`config.mk`:
```
export PLATFORM = sky130hd
export DESIGN_NAME = dual_slope_seq
export DESIGN_NICKNAME = d
export VERILOG_FILES = /design/src/rtl/dsc_pkg.sv /design/src/rtl/dsc_sync2.sv /design/src/rtl/dsc_phase_seq.sv /design/src/rtl/dsc_bcd_counter.sv /design/src/rtl/dsc_result_regs.sv /design/src/rtl/dual_slope_seq.sv
export SDC_FILE = /design/constraint.sdc
export NUM_CORES = 1
export LEC_CHECK = 0
export CORE_ASPECT_RATIO = 1.1
export CORE_MARGIN = 2
export CORE_UTILIZATION = 60
export DETAILED_ROUTE_END_ITERATION = 10
export PLACE_DENSITY = 0.89
export SLEW_MARGIN = 20
export SYNTH_ARGS = -nofsm -noshare
export SYNTH_HDL_FRONTEND = slang
export SYNTH_SLANG_ARGS = --single-unit
```
`constraint.sdc`:
```
create_clock -name clk -period 6.45 [get_ports clk]
set_input_delay 1.6125 -clock clk [delete_from_list [all_inputs] [get_ports clk]]
set_output_delay 1.6125 -clock clk [all_outputs]
set_load 0.005 [all_outputs]
```
`src/rtl/dsc_pkg.sv`:
```
package dsc_pkg;

  typedef enum logic [2:0] {
    PH_IDLE = 3'd0,
    PH_AZ   = 3'd1,
    PH_SI   = 3'd2,
    PH_RI   = 3'd3,
    PH_IZ   = 3'd4
  } phase_e;

  localparam int SW_AZ = 0;
  localparam int SW_IN = 1;
  localparam int SW_RP = 2;
  localparam int SW_RN = 3;
  localparam int SW_IZ = 4;
  localparam int SW_W  = 5;

  function automatic int max_of4(input int a, input int b, input int c, input int d);
    int m;
    m = a;
    if (b > m) m = b;
    if (c > m) m = c;
    if (d > m) m = d;
    return m;
  endfunction

  // Binary to packed BCD, eight digits, digit 0 in the low nibble.
  function automatic logic [31:0] bin_to_bcd(input int unsigned v);
    logic [31:0] r;
    int unsigned x;
    r = '0;
    x = v;
    for (int i = 0; i < 8; i++) begin
      r[4*i +: 4] = 4'(x % 10);
      x = x / 10;
    end
    return r;
  endfunction

endpackage

```
`src/rtl/dsc_sync2.sv`:
```
module dsc_sync2 (
  input  logic clk,
  input  logic rst_n,
  input  logic d,
  output logic q
);
  logic meta;

  always_ff @(posedge clk or negedge rst_n) begin
    if (!rst_n) begin
      meta <= 1'b0;
      q    <= 1'b0;
    end else begin
      meta <= d;
      q    <= meta;
    end
  end
endmodule

```
`src/rtl/dsc_phase_seq.sv`:
```
module dsc_phase_seq
  import dsc_pkg::*;
#(
  parameter int AZ_LEN     = 10001,
  parameter int SI_LEN     = 10000,
  parameter int RI_MAX     = 20001,
  parameter int IZ_OVR_LEN = 6200
) (
  input  logic   clk,
  input  logic   rst_n,
  input  logic   run_lvl,
  input  logic   cross_det,
  input  logic   ovr_flag,
  output phase_e phase,
  output logic   ev_az_done,
  output logic   ev_si_done,
  output logic   ev_cross,
  output logic   ev_ovr,
  output logic   ri_first,
  output logic   load_res
);
  localparam int MAXLEN = max_of4(AZ_LEN, SI_LEN, RI_MAX, IZ_OVR_LEN);
  localparam int CW     = $clog2(MAXLEN + 1);

  logic [CW-1:0] cnt;
  logic          run_prev;
  logic          ev_start;
  logic          ev_iz_done;

  // Named phase events
  assign ev_start   = (phase == PH_IDLE) && run_lvl && !run_prev;
  assign ev_az_done = (phase == PH_AZ) && (cnt == CW'(AZ_LEN - 1));
  assign ev_si_done = (phase == PH_SI) && (cnt == CW'(SI_LEN - 1));
  assign ri_first   = (phase == PH_RI) && (cnt == '0);
  assign ev_cross   = (phase == PH_RI) && cross_det && (cnt <= CW'(RI_MAX - 2));
  assign ev_ovr     = (phase == PH_RI) && (cnt == CW'(RI_MAX - 1));
  assign ev_iz_done = (phase == PH_IZ) &&
                      (ovr_flag ? (cnt == CW'(IZ_OVR_LEN - 1)) : (cnt == CW'(RI_MAX - 1)));

  always_ff @(posedge clk or negedge rst_n) begin
    if (!rst_n) begin
      phase    <= PH_IDLE;
      cnt      <= '0;
      run_prev <= 1'b0;
      load_res <= 1'b0;
    end else begin
      run_prev <= run_lvl;
      load_res <= ev_cross || ev_ovr;
      unique case (phase)
        PH_IDLE: begin
          if (ev_start) begin
            phase <= PH_AZ;
            cnt   <= '0;
          end
        end
        PH_AZ: begin
          if (ev_az_done) begin
            phase <= PH_SI;
            cnt   <= '0;
          end else begin
            cnt <= cnt + 1'b1;
          end
        end
        PH_SI: begin
          if (ev_si_done) begin
            phase <= PH_RI;
            cnt   <= '0;
          end else begin
            cnt <= cnt + 1'b1;
          end
        end
        PH_RI: begin
          if (ev_cross) begin
            phase <= PH_IZ;
            cnt   <= cnt + 1'b1;   // slot timer keeps running
          end else if (ev_ovr) begin
            phase <= PH_IZ;
            cnt   <= '0;           // extended recovery timed afresh
          end else begin
            cnt <= cnt + 1'b1;
          end
        end
        PH_IZ: begin
          if (ev_iz_done) begin
            phase <= run_lvl ? PH_AZ : PH_IDLE;
            cnt   <= '0;
          end else begin
            cnt <= cnt + 1'b1;
          end
        end
        default: begin
          phase <= PH_IDLE;
          cnt   <= '0;
        end
      endcase
    end
  end
endmodule

```
`src/rtl/dsc_bcd_counter.sv`:
```
module dsc_bcd_counter #(
  parameter int DIGITS = 5
) (
  input  logic                  clk,
  input  logic                  rst_n,
  input  logic                  clr,
  input  logic                  inc,
  output logic [4*DIGITS-1:0]   count
);
  logic [DIGITS-1:0] carry;

  for (genvar i = 0; i < DIGITS; i++) begin : g_digit
    logic [3:0] dig;

    if (i == 0) begin : g_c0
      assign carry[i] = inc;
    end else begin : g_cn
      assign carry[i] = carry[i-1] && (count[4*(i-1) +: 4] == 4'd9);
    end

    always_ff @(posedge clk or negedge rst_n) begin
      if (!rst_n)          dig <= 4'd0;
      else if (clr)        dig <= 4'd0;
      else if (carry[i])   dig <= (dig == 4'd9) ? 4'd0 : dig + 4'd1;
    end

    assign count[4*i +: 4] = dig;
  end
endmodule

```
`src/rtl/dsc_result_regs.sv`:
```
module dsc_result_regs #(
  parameter int DIGITS   = 5,
  parameter int UR_LIMIT = 1800
) (
  input  logic                clk,
  input  logic                rst_n,
  input  logic                cmp_in,
  input  logic                ev_az_done,
  input  logic                ev_si_done,
  input  logic                ev_cross,
  input  logic                ev_ovr,
  input  logic                load_res,
  input  logic [4*DIGITS-1:0] count,
  output logic                zc_q,
  output logic                pol,
  output logic                over,
  output logic                under,
  output logic [4*DIGITS-1:0] result
);
  localparam logic [31:0] UR_FULL = dsc_pkg::bin_to_bcd(UR_LIMIT);

  logic at_or_below;
  // Packed BCD orders the same way as the number it encodes.
  assign at_or_below = (count <= UR_FULL[4*DIGITS-1:0]);

  always_ff @(posedge clk or negedge rst_n) begin
    if (!rst_n) begin
      zc_q   <= 1'b0;
      pol    <= 1'b0;
      over   <= 1'b0;
      under  <= 1'b0;
      result <= '0;
    end else begin
      zc_q <= cmp_in;
      if (ev_si_done) pol <= cmp_in;

      if (ev_si_done)  over <= 1'b0;
      else if (ev_ovr) over <= 1'b1;

      if (ev_az_done)    under <= 1'b0;
      else if (ev_cross) under <= at_or_below;

      if (load_res) result <= count;
    end
  end
endmodule

```
`src/rtl/dual_slope_seq.sv`:
```
module dual_slope_seq
  import dsc_pkg::*;
#(
  parameter int DIGITS     = 5,
  parameter int AZ_LEN     = 10001,
  parameter int SI_LEN     = 10000,
  parameter int RI_MAX     = 20001,
  parameter int IZ_OVR_LEN = 6200,
  parameter int UR_LIMIT   = 1800
) (
  input  logic                clk,
  input  logic                rst_n,
  input  logic                run_hold,
  input  logic                cmp_in,
  output logic [SW_W-1:0]     sw_en,
  output logic                busy,
  output logic                polarity,
  output logic                over_range,
  output logic                under_range,
  output logic [4*DIGITS-1:0] result
);
  phase_e              phase;
  logic                run_lvl;
  logic                zc_q;
  logic                cross_det;
  logic                ev_az_done, ev_si_done, ev_cross, ev_ovr, ri_first, load_res;
  logic                cnt_inc;
  logic [4*DIGITS-1:0] count;

  dsc_sync2 u_sync (
    .clk   (clk),
    .rst_n (rst_n),
    .d     (run_hold),
    .q     (run_lvl)
  );

  // Crossing: latched comparator no longer agrees with the decided sign.
  assign cross_det = (zc_q != polarity);

  dsc_phase_seq #(
    .AZ_LEN     (AZ_LEN),
    .SI_LEN     (SI_LEN),
    .RI_MAX     (RI_MAX),
    .IZ_OVR_LEN (IZ_OVR_LEN)
  ) u_seq (
    .clk        (clk),
    .rst_n      (rst_n),
    .run_lvl    (run_lvl),
    .cross_det  (cross_det),
    .ovr_flag   (over_range),
    .phase      (phase),
    .ev_az_done (ev_az_done),
    .ev_si_done (ev_si_done),
    .ev_cross   (ev_cross),
    .ev_ovr     (ev_ovr),
    .ri_first   (ri_first),
    .load_res   (load_res)
  );

  // Hold on the first reference clock and on the crossing clock.
  assign cnt_inc = (phase == PH_RI) && !ri_first && !ev_cross;

  dsc_bcd_counter #(.DIGITS(DIGITS)) u_cnt (
    .clk   (clk),
    .rst_n (rst_n),
    .clr   (ev_si_done),
    .inc   (cnt_inc),
    .count (count)
  );

  dsc_result_regs #(.DIGITS(DIGITS), .UR_LIMIT(UR_LIMIT)) u_res (
    .clk        (clk),
    .rst_n      (rst_n),
    .cmp_in     (cmp_in),
    .ev_az_done (ev_az_done),
    .ev_si_done (ev_si_done),
    .ev_cross   (ev_cross),
    .ev_ovr     (ev_ovr),
    .load_res   (load_res),
    .count      (count),
    .zc_q       (zc_q),
    .pol        (polarity),
    .over       (over_range),
    .under      (under_range),
    .result     (result)
  );

  always_comb begin
    sw_en = '0;
    busy  = 1'b0;
    unique case (phase)
      PH_SI:   begin sw_en[SW_IN] = 1'b1; busy = 1'b1; end
      PH_RI:   begin
        if (polarity) sw_en[SW_RP] = 1'b1;
        else          sw_en[SW_RN] = 1'b1;
        busy = 1'b1;
      end
      PH_IZ:   sw_en[SW_IZ] = 1'b1;
      default: sw_en[SW_AZ] = 1'b1;
    endcase
  end
endmodule

```
-- After elaboration in Yosys (flattened, before gate mapping)
Index checks and enable logic that the tools add are counted.
- bits of input ports: 4
- word-level logic and storage cells: 116
- register bits: 66
- reductions and logical operators: 31
- $add $sub $neg: 6
- magnitude comparators: 2
- equal/unequal tests: 19
- mux-type cells: 42
- operators by type and width (kind ; count):
    $mux W15 ; 6
    $pmux W15 S5 ; 1
    $mux W4 ; 15
    $eq A15 B14 Y1 const B ; 2
    $add A4 B1 Y4 const B ; 5
    $eq A4 B4 Y1 const B ; 5
    $le A20 B13 Y1 const B ; 1
    $mux W3 ; 6
    $add A15 B1 Y15 const B ; 1
    $eq A15 B13 Y1 const B ; 1
    $eq A15 B15 Y1 const B ; 1
    $le A15 B15 Y1 const B ; 1
    $logic_and A1 B1 Y1 ; 15
    $logic_not A15 Y1 ; 1
    $pmux W3 S5 ; 1
    $reduce_bool A2 Y1 ; 7
    $mux W1 ; 12
    $eq A3 B2 Y1 const B ; 2
    $reduce_and A5 Y1 ; 1
    $ne A2 B1 Y1 const B ; 2
    $ne A2 B2 Y1 const B ; 2
    $eq A3 B1 Y1 const B ; 1
    $eq A3 B3 Y1 const B ; 1
    $logic_not A1 Y1 ; 3
    7 further kinds ; 7

-- Depth between registers and ports, before layout
Gate-level depths: netlist of run 1.
- word-level depth: 11
- gate-level depth with buffers: 9

-- By module
A second synthesis of run 1 with hierarchy kept.
- cell total of the unflattened synthesis: 362
- area total of the unflattened synthesis: 3698.5 µm²
- modules (own cells, without submodules) (module ; cells each ; area an instance (µm²) ; times used):
    dsc_phase_seq ; 162 ; 1467.7 ; 1
    dsc_bcd_counter ; 128 ; 1179.9 ; 1
    dsc_result_regs ; 61 ; 939.7 ; 1
    dual_slope_seq ; 9 ; 61.3 ; 1
    dsc_sync2 ; 2 ; 50.0 ; 1

-- Worst setup path after synthesis of run 1
No wires, ideal clock.
- path type: flip-flop to output port
- start point: register u_seq.phase[2]
- end point: output port sw_en[2]
- required time: 4.838 ns
- data arrival time: 0.981 ns
- stages on the path, launching flop included: 4
- path buffers: 1
- path slack: 3.857 ns
- path through: dfrtp_1 -> and3b_1 -> clkbuf_1 -> and2_1
- cells in the longest elaborated chain, start to end: 2
- RTL lines (item ; RTL line ; text):
    from (decl) ; dsc_phase_seq.sv:14 ; output phase_e phase,
    from (signal assigned) ; dsc_phase_seq.sv:85 ; phase <= run_lvl ? PH_AZ : PH_IDLE;
    $eq A3 B2 Y1 ; dual_slope_seq.sv:91 ; unique case (phase)
    $mux W2 ; dual_slope_seq.sv:91 ;
    to (decl) ; dual_slope_seq.sv:15 ; output logic [SW_W-1:0] sw_en,
Every way passes these cells.

-- Worst setup path after layout of run 1
- start point: register u_seq.phase[2]
- end point: output port sw_en[3]
Same word-level chain as after synthesis.

==> results of run 1 <==
==> final timing paths <==
check                      cells after the start              end  slack [ps]
max in group asynchronous                      2     u_seq.cnt[6]        4440
min reg2reg                                    0         u_sync.q         350
max                                            5         sw_en[3]        2890
min in group asynchronous                      2  u_res.result[0]        1440
min                                            0         u_sync.q         350
max reg2reg                                    7     u_seq.cnt[0]        3520
==> layout make-up <==
| class | count | area, um^2 | share of cell area |
|---|---|---|---|
| multi-input cells | 273 | 1820 | 0.437 |
| flip-flops and latches | 66 | 1650 | 0.397 |
| repair buffers | 35 | 338 | 0.0812 |
| clock buffers | 12 | 145 | 0.0349 |
| well taps | 77 | 96.3 | 0.0232 |
| inverters | 19 | 71.3 | 0.0171 |
| clock inverters | 3 | 40.0 | 0.00962 |
==> synthesized netlist by cell type, drive strengths merged (2+ instances only) <==
master / instances
mux2i: 11
nand4b: 3
o21ai: 23
a31oi: 4
clkbuf: 13
dfrtp: 66
buf: 4
a31o: 2
ha: 13
a2111oi: 2
mux2: 22
nand2b: 8
or3: 4
nand3b: 8
and2: 2
or4b: 2
o31ai: 5
nor3: 9
nor3b: 2
o32ai: 2
o22ai: 4
inv: 19
nand3: 14
nor4b: 3
nor4: 7
a21oi: 11
nand2: 42
xnor2: 3
nor2: 33
and3: 8
nand4: 7
o211ai: 2
==> per-stage QoR <==
stage / setup WS, ps / cell area (um^2) / instances / hold slack, ps
6_report: 2890 / 4160 / 485 / 352
5_1_grt: 2770 / 4160 / 485 / 367
4_1_cts: 2910 / 4160 / 485 / 355
3_5_place_dp: 3280 / 3980 / 470 / 340
3_3_place_gp: 3310 / 3980 / 470 / 333
2_1_floorplan: 3860 / 3610 / 375 / 331
==> worst register-to-register path, cell delays in order (launching register included) <==
cell      delay, ps
dfrtp_1         410
inv_1            70
ha_1            160
or4b_1          460
or3_1           380
o31ai_1         360
o211ai_1        520
mux2_2          450
==> routing by layer <==
layer | track usage | up-vias | part of all wire
met1 | 0.303 | 1451 | 0.42
met5 | 0 | - | 0
li1 | - | 1413 | -
met2 | 0.428 | 107 | 0.50
met4 | 0.115 | 0 | 0.022
met3 | 0.0436 | 19 | 0.056
==> power by group <==
| group | internal (W) | switching (W) |
|---|---|---|
| logic | 0.000187 | 0.000228 |
| clock network | 0.000186 | 0.000147 |
| registers | 0.000462 | 0.0000793 |
| total | 0.000835 | 0.000454 |
==> logic make-up (layout without fill, tap and decap cells) <==
kind of cell,after synthesis,count (layout),share of synthesized area
simple gates,158,158,0.233
flops,66,66,0.457
compound gates,65,65,0.115
buf+inv,36,69,0.0405
mux,33,33,0.0991
fa+ha+maj,13,13,0.0450
xor+xnor,4,4,0.00970
==> sequential cells by signal (all words and copies together), names as in the netlist <==
| signal | flops |
|---|---|
| u_sync.q | 1 |
| u_seq.cnt | 15 |
| u_seq.load_res | 1 |
| u_seq.phase | 3 |
| u_res.pol | 1 |
| u_cnt.g_digit.dig | 20 |
| u_sync.meta | 1 |
| u_res.result | 20 |
| u_res.under | 1 |
| u_res.zc_q | 1 |
| u_seq.run_prev | 1 |
| u_res.over | 1 |
==> metrics.csv, run 1 <==
metric,value,unit
GP Congestion,0.890,
Final Hold Viols,0,
worst path cell trace,"nand2b_1, inv_1, nand2_1, nor2_1, clkdlybuf4s50_1",
main area contributors after synthesis,"dfrtp_1 46%, mux2_2 6.9%, ha_1 4.5%",
startpoint type of the worst setup path,register,
DR WL/cell,15.7,um
"commonest non-fill, non-tap cell in the layout",dfrtp_1,
Critical path origin,u_seq.phase[2],
grt ovf,0,
1st-iter DRT viols,185,
worst skew pair latency,340,ps
antenna violations before repair,0,
area grow syn2layout,15.2,%
critical path arrival,1950,ps
Synth area leader,dfrtp_1,
vias post-DR,2990,
vias per cell,6.16,
top cell type's share of synthesized area,0.457,
sequential share of the synthesized area,0.457,
Site Rows,29,
Total Wirelength,7.64,mm
largest net degree at the start of global routing,67,
drc violations,0,
"Reg clk slew, reported paths",60,ps
IO Pins,33,
number of setup violations in the final report,0,
minimum clock period,3560,ps
Slew Limit Headroom,0.270,
Netlist cell types,55,
TNS Setup,0,ps
leak pwr,1.84,nW
Initial Util,0.622,
FMAX,0.281,GHz
root buf cell,clkbuf_8,
Post-CTS Hold Fix Bufs,0,
I/O Buffers,32,
Critical Path End Type,primary output,
maximum vdd ir drop,260,uV
post-route ant nets,0,
ant diodes,0,
Post-synth ARST share,1.00,
Avg Inst Size Synth,9.63,um^2
outcome,"complete, no violations",
total power,0.00129,W
crit path kind,register to primary output,
H-tree depth,3,
CTS tree,yes,
vias in the first global route,2889,
"Core Util, Final",0.717,
Buf/Inv on CP,2,
Total Nets Final,421,
Worst path slowest cell,clkdlybuf4s50_1,
CP peak stage delay,540,ps
first-pass GRT wire length,13.1,mm
final period utilization,0.552,
critical path required time,4840,ps
Post-Syn Area,3610,um^2
Hold Crit Start,u_sync.meta,
# clock sinks,66,
CP max FO,7,
die area,6660,um^2
Pwr per Cell Area,310,nW/um^2
die width,78.0,um
max-slew violations,0,
Pre-antenna DRT Iters,5,
Worst Tran Pin Value,1090,ps
worst reg2reg path startpoint,u_seq.cnt[0],
YS warnings,0,
fill count,408,
fraction of layout cells with a size suffix above 1,0.115,
number of flops mapped to enable cells by yosys,0,
Setup Skew,4.81,ps
Synth Register Bits,66,
Core ar.,5810,um^2
worst hold path type,register to register,
Post-Syn Nets,392,
Syn Inst Count,375,
post-CTS sizing,0,
CTS Buffer Depth,2,
ys flop type,dfrtp_1,
RSZ-0062 raised after global routing,no,
TritonCTS buffer count,9,
most frequent cells in the layout,"66 x dfrtp_1, 42 x nand2_1, 33 x nor2_1",
Post-DP HPWL,5.26,mm
Die Ht,85.4,um
total of max-cap violations,0,
crit-path leading delay family,buffers and inverters,
GRT Overall Usage,0.248,
post-CTS setup buffers,0,
(Power assumes the default switching activity.)
==> run 2: changes to the inputs <==
--- a/config.mk
+++ b/config.mk
@@ -7,9 +7,9 @@
 export LEC_CHECK = 0
 export CORE_ASPECT_RATIO = 1.1
 export CORE_MARGIN = 2
-export CORE_UTILIZATION = 60
+export CORE_UTILIZATION = 58
 export DETAILED_ROUTE_END_ITERATION = 10
-export PLACE_DENSITY = 0.89
+export PLACE_DENSITY = 0.86
 export SLEW_MARGIN = 20
 export SYNTH_ARGS = -nofsm -noshare
 export SYNTH_HDL_FRONTEND = slang
==> constraint.sdc (replaced) <==
create_clock -name clk -period 3.56 [get_ports clk]
set_input_delay 0.89 -clock clk [delete_from_list [all_inputs] [get_ports clk]]
set_output_delay 0.89 -clock clk [all_outputs]
set_load 0.005 [all_outputs]
==> run 2 against run 1 <==
Critical path depth down 2. Sequential power up 82%. Largest power group unchanged. Largest cell class unchanged. Worst hold slack gained 34 ps. Clock skew rose by 4.2 ps.
==> metrics.csv, run 2 (same netlist as run 1, synthesis figures left out) <==
metric,value,unit
outcome,"complete, no violations",
area grow syn2layout,15.7,%
GRT Overall Usage,0.251,
number of setup violations in the final report,0,
worst path cell trace,"and3b_1, and2_1, clkdlybuf4s50_1",
RR Endpoint,u_seq.cnt[0],
DR WL/cell,16.0,um
vias post-DR,2939,
Pwr per Cell Area,561,nW/um^2
clock share of power,0.264,
critical path required time,2670,ps
post-CTS sizing,0,
worst skew pair latency,340,ps
Critical Path End Type,primary output,
fraction of layout cells with a size suffix above 1,0.122,
Slew Limit Headroom,0.332,
switching power,0.000835,W
minimum clock period,2890,ps
Total Nets Final,422,
# clock sinks,66,
vias in the first global route,2949,
vias per cell,6.01,
CP max FO,12,
Pre-antenna DRT Iters,5,
Site Rows,30,
leak pwr,1.84,nW
most frequent cells in the layout,"66 x dfrtp_1, 42 x nand2_1, 33 x nor2_1",
Buf/Inv on CP,1,
grt ovf,0,
Post-DP HPWL,5.61,mm
largest net degree at the start of global routing,25,
"Reg clk slew, reported paths",70,ps
RSZ-0062 raised after global routing,no,
Post-CTS Hold Fix Bufs,0,
P_int,0.00151,W
FMAX,0.346,GHz
maximum vdd ir drop,327,uV
hold path depth,0,
Total Wirelength,7.85,mm
critical path arrival,2000,ps
CTS Buffer Depth,2,
H-tree depth,3,
Setup Skew,9.01,ps
GP Congestion,0.911,
ant diodes,0,
CP peak stage delay,550,ps
max-slew violations,0,
Flop pwr share,0.420,
crit path kind,register to primary output,
Die Ht,86.8,um
Initial Util,0.594,
post-route ant nets,0,
Worst path slowest cell,dfrtp_1,
TritonCTS buffer count,9,
startpoint type of the worst setup path,register,
Post-DP Area,3990,um^2
Final Instance Area,4180,um^2
Setup WS pre-CTS,774,ps
Worst Tran Pin Value,998,ps
Hold Crit Start,u_sync.meta,
drc violations,0,
1st-iter DRT viols,140,
total power,0.00235,W
crit-path leading delay family,simple AND/OR/NAND/NOR gates,
total of max-cap violations,0,
"commonest non-fill, non-tap cell in the layout",dfrtp_1,
fin worst setup slack,668,ps
die width,79.2,um
Hold Crit Endpoint,u_sync.q,
Final Hold Viols,0,
Core ar.,6080,um^2
root buf cell,clkbuf_8,
worst hold path type,register to register,
worst reg2reg path startpoint,u_seq.cnt[0],
post-CTS setup buffers,0,
antenna violations before repair,0,
IO Pins,33,
Largest regs,"u_cnt.g_digit.dig x20, u_res.result x20, u_seq.cnt x15",
die area,6880,um^2
first-pass GRT wire length,13.4,mm
CTS tree,yes,
Comb pwr share,0.317,
r2r setup slk,710,ps
worst reg-to-reg path cell count,7,
I/O Buffers,32,
TNS Setup,0,ps
final period utilization,0.812,
switching part of the total,0.356,
==> run 2: how the worst max path moves through the flow <==
stage,start,endpoint,slack (ps),cells past startpoint
global placement,u_seq.cnt[0],u_seq.cnt[0],880,7
detailed placement,u_seq.cnt[0],u_seq.cnt[0],770,7
global route,u_seq.cnt[0],u_seq.cnt[0],480,7
floorplan,u_seq.cnt[7],u_cnt.g_digit[1].dig[3],1080,7
CTS,u_seq.phase[0],sw_en[2],680,3
finish,u_seq.phase[0],sw_en[2],670,3
==> run 2: final cells by class <==
cell class | instances | area (um^2)
Fill cell | 472 | 1900
Clock buffer | 10 | 138
Inverter | 19 | 71.3
Timing Repair Buffer | 36 | 345
Tap cell | 80 | 100
Sequential cell | 66 | 1650
Clock inverter | 5 | 55.1
Multi-Input combinational cell | 273 | 1820
==> run 2: layer usage <==
layer,vias up,GRT usage,share of wire
li1,1409,-,-
met1,1405,0.309,0.43
met2,98,0.423,0.49
met3,27,0.0385,0.042
met4,0,0.141,0.034
met5,-,0,0
==> run 2: power by group through the flow <==
stage	logic, W	registers, W	clock network (W)
finish	0.000743	0.000985	0.000619
global route	0.000819	0.00100	0.000662
CTS	0.000742	0.000981	0.000625
detailed placement	0.000738	0.000997	0
global placement	0.000715	0.000984	0
floorplan	0.000544	0.000916	0
==> run 2: stage by stage <==
| stage | cells | hold WS, ps | utilization |
|---|---|---|---|
| 2_1_floorplan | 375 | 331 | - |
| 3_3_place_gp | 474 | 334 | 0.656 |
| 3_5_place_dp | 474 | 373 | 0.656 |
| 4_1_cts | 489 | 385 | 0.687 |
| 5_1_grt | 489 | 383 | 0.687 |
| 6_report | 489 | 386 | 0.687 |
==> run 2: worst register-to-register path: stages (launching register included) <==
cell      delay, ps
dfrtp_1         420
inv_1            70
ha_1            160
or4b_1          460
or3_1           360
o31ai_1         350
o211ai_1        480
mux2_2          430
==> run 3: changes to the inputs <==
==> constraint.sdc (replaced) <==
create_clock -name clk -period 2.9 [get_ports clk]
set_input_delay 0.725 -clock clk [delete_from_list [all_inputs] [get_ports clk]]
set_output_delay 0.725 -clock clk [all_outputs]
set_load 0.005 [all_outputs]
==> run 3 against run 2 <==
Routed wire length up 6.7%. Die area unchanged. Sequential cell count unchanged. Register-to-register slack lost 510 ps. Worst setup slack got worse by 470 ps. Highest routed layer unchanged. Worst hold slack got worse by 28 ps. Non-clock buffer count rose by 7. Sequential power rose by 21%. First-iteration DRC count up 31%. Design area rose by 2.8%.
==> metrics.csv, run 3 (same netlist as run 1, synthesis figures left out) <==
metric,value,unit
die area,6880,um^2
Slew Limit Headroom,0.415,
max-slew violations,0,
Total Nets Final,429,
H-tree depth,3,
vias per cell,6.11,
ant diodes,0,
leak pwr,1.91,nW
worst reg2reg path startpoint,u_seq.cnt[0],
startpoint type of the worst setup path,register,
drc violations,0,
hold_ws,358,ps
IO Pins,33,
vias in the first global route,2957,
total of max-cap violations,0,
maximum vdd ir drop,542,uV
Final Instance Area,4300,um^2
CTS tree,yes,
Post-DP Area,4050,um^2
I/O Buffers,32,
Critical Path End Type,register,
TritonCTS buffer count,9,
Post-DP HPWL,5.86,mm
Pre-antenna DRT Iters,5,
GRT Overall Usage,0.261,
total power,0.00311,W
Die Ht,86.8,um
vias post-DR,3036,
crit path kind,register to register,
1st-iter DRT viols,184,
first-pass GRT wire length,13.9,mm
grt ovf,0,
die width,79.2,um
Site Rows,30,
critical path arrival,2910,ps
Pwr per Cell Area,725,nW/um^2
TNS Setup,0,ps
number of setup violations in the final report,0,
area grow syn2layout,18.9,%
outcome,"complete, no violations",
minimum clock period,2700,ps
worst hold path type,register to register,
largest net degree at the start of global routing,29,
Worst Tran Pin Value,871,ps
most frequent cells in the layout,"66 x dfrtp_1, 42 x nand2_1, 32 x nor2_1",
root buf cell,clkbuf_8,
critical path required time,3110,ps
CP max FO,8,
RSZ-0062 raised after global routing,no,
Largest regs,"u_cnt.g_digit.dig x20, u_res.result x20, u_seq.cnt x15",
area of the multi-input gates,1820,um^2
# clock sinks,66,
Total Wirelength,8.37,mm
Hold Crit Start,u_sync.meta,
Setup Skew,3.91,ps
"Reg clk slew, reported paths",70,ps
antenna violations before repair,0,
fill count,460,
Initial Util,0.594,
DR WL/cell,16.8,um
CTS Buffer Depth,2,
"commonest non-fill, non-tap cell in the layout",dfrtp_1,
Seq. cell area,1650,um^2
worst skew pair latency,350,ps
final period utilization,0.931,
fraction of layout cells with a size suffix above 1,0.141,
post-CTS setup buffers,0,
Final Hold Viols,0,
"Core Util, Final",0.707,
Critical path origin,u_seq.cnt[0],
FMAX,0.370,GHz
post-route ant nets,0,
GP Congestion,0.947,
Core ar.,6080,um^2
## run 3: final timing paths
kind	to	slack (ps)	cells after the start
max	u_seq.cnt[3]	200	8
min	u_sync.q	360	0
max reg2reg	u_seq.cnt[3]	200	8
min reg2reg	u_sync.q	360	0
max in group asynchronous	u_cnt.g_digit[4].dig[3]	1900	2
min in group asynchronous	u_cnt.g_digit[0].dig[2]	380	1
## run 3: layout make-up
| type | count | area share |
|---|---|---|
| Clock buffer | 9 | 0.0288 |
| Timing Repair Buffer | 43 | 0.0955 |
| Inverter | 19 | 0.0166 |
| Tap cell | 80 | 0.0233 |
| Sequential cell | 66 | 0.384 |
| Multi-Input combinational cell | 273 | 0.424 |
| Clock inverter | 7 | 0.0274 |
## run 3: where the power goes
part | total (W) | internal [W] | switching, W
logic | 0.000990 | 0.000455 | 0.000535
registers | 0.00119 | 0.00103 | 0.000163
clock network | 0.000934 | 0.000570 | 0.000364
total | 0.00311 | 0.00205 | 0.00106
## run 3: timing repair
| item | 4_1_cts | 5_1_grt |
|---|---|---|
| endpoints found under the setup margin | 0 | 6 |
| hold buffers | 0 | 0 |
| gates resized for setup | 0 | 1 |
## run 3: layer usage
metal	global-route usage	vias to the layer above	part of all wire
met5	0	-	0
li1	-	1419	-
met1	0.321	1457	0.41
met2	0.439	135	0.51
met4	0.119	0	0.031
met3	0.0563	25	0.051
## run 3: metrics by stage
| stage | instances | worst slack [ps] |
|---|---|---|
| floorplan | 375 | 416 |
| global route | 497 | 15.3 |
| global placement | 481 | 267 |
| CTS | 497 | 161 |
| finish | 497 | 199 |
| detailed placement | 481 | 178 |
## run 3: worst max-delay path, stage by stage (launching register included)
cell and delay (ps):
dfrtp_1 410, inv_1 70, ha_1 170, or4b_1 450
or3_1 360, o31ai_1 320, o21ai_1 240, nor3_4 390
o32ai_1 160
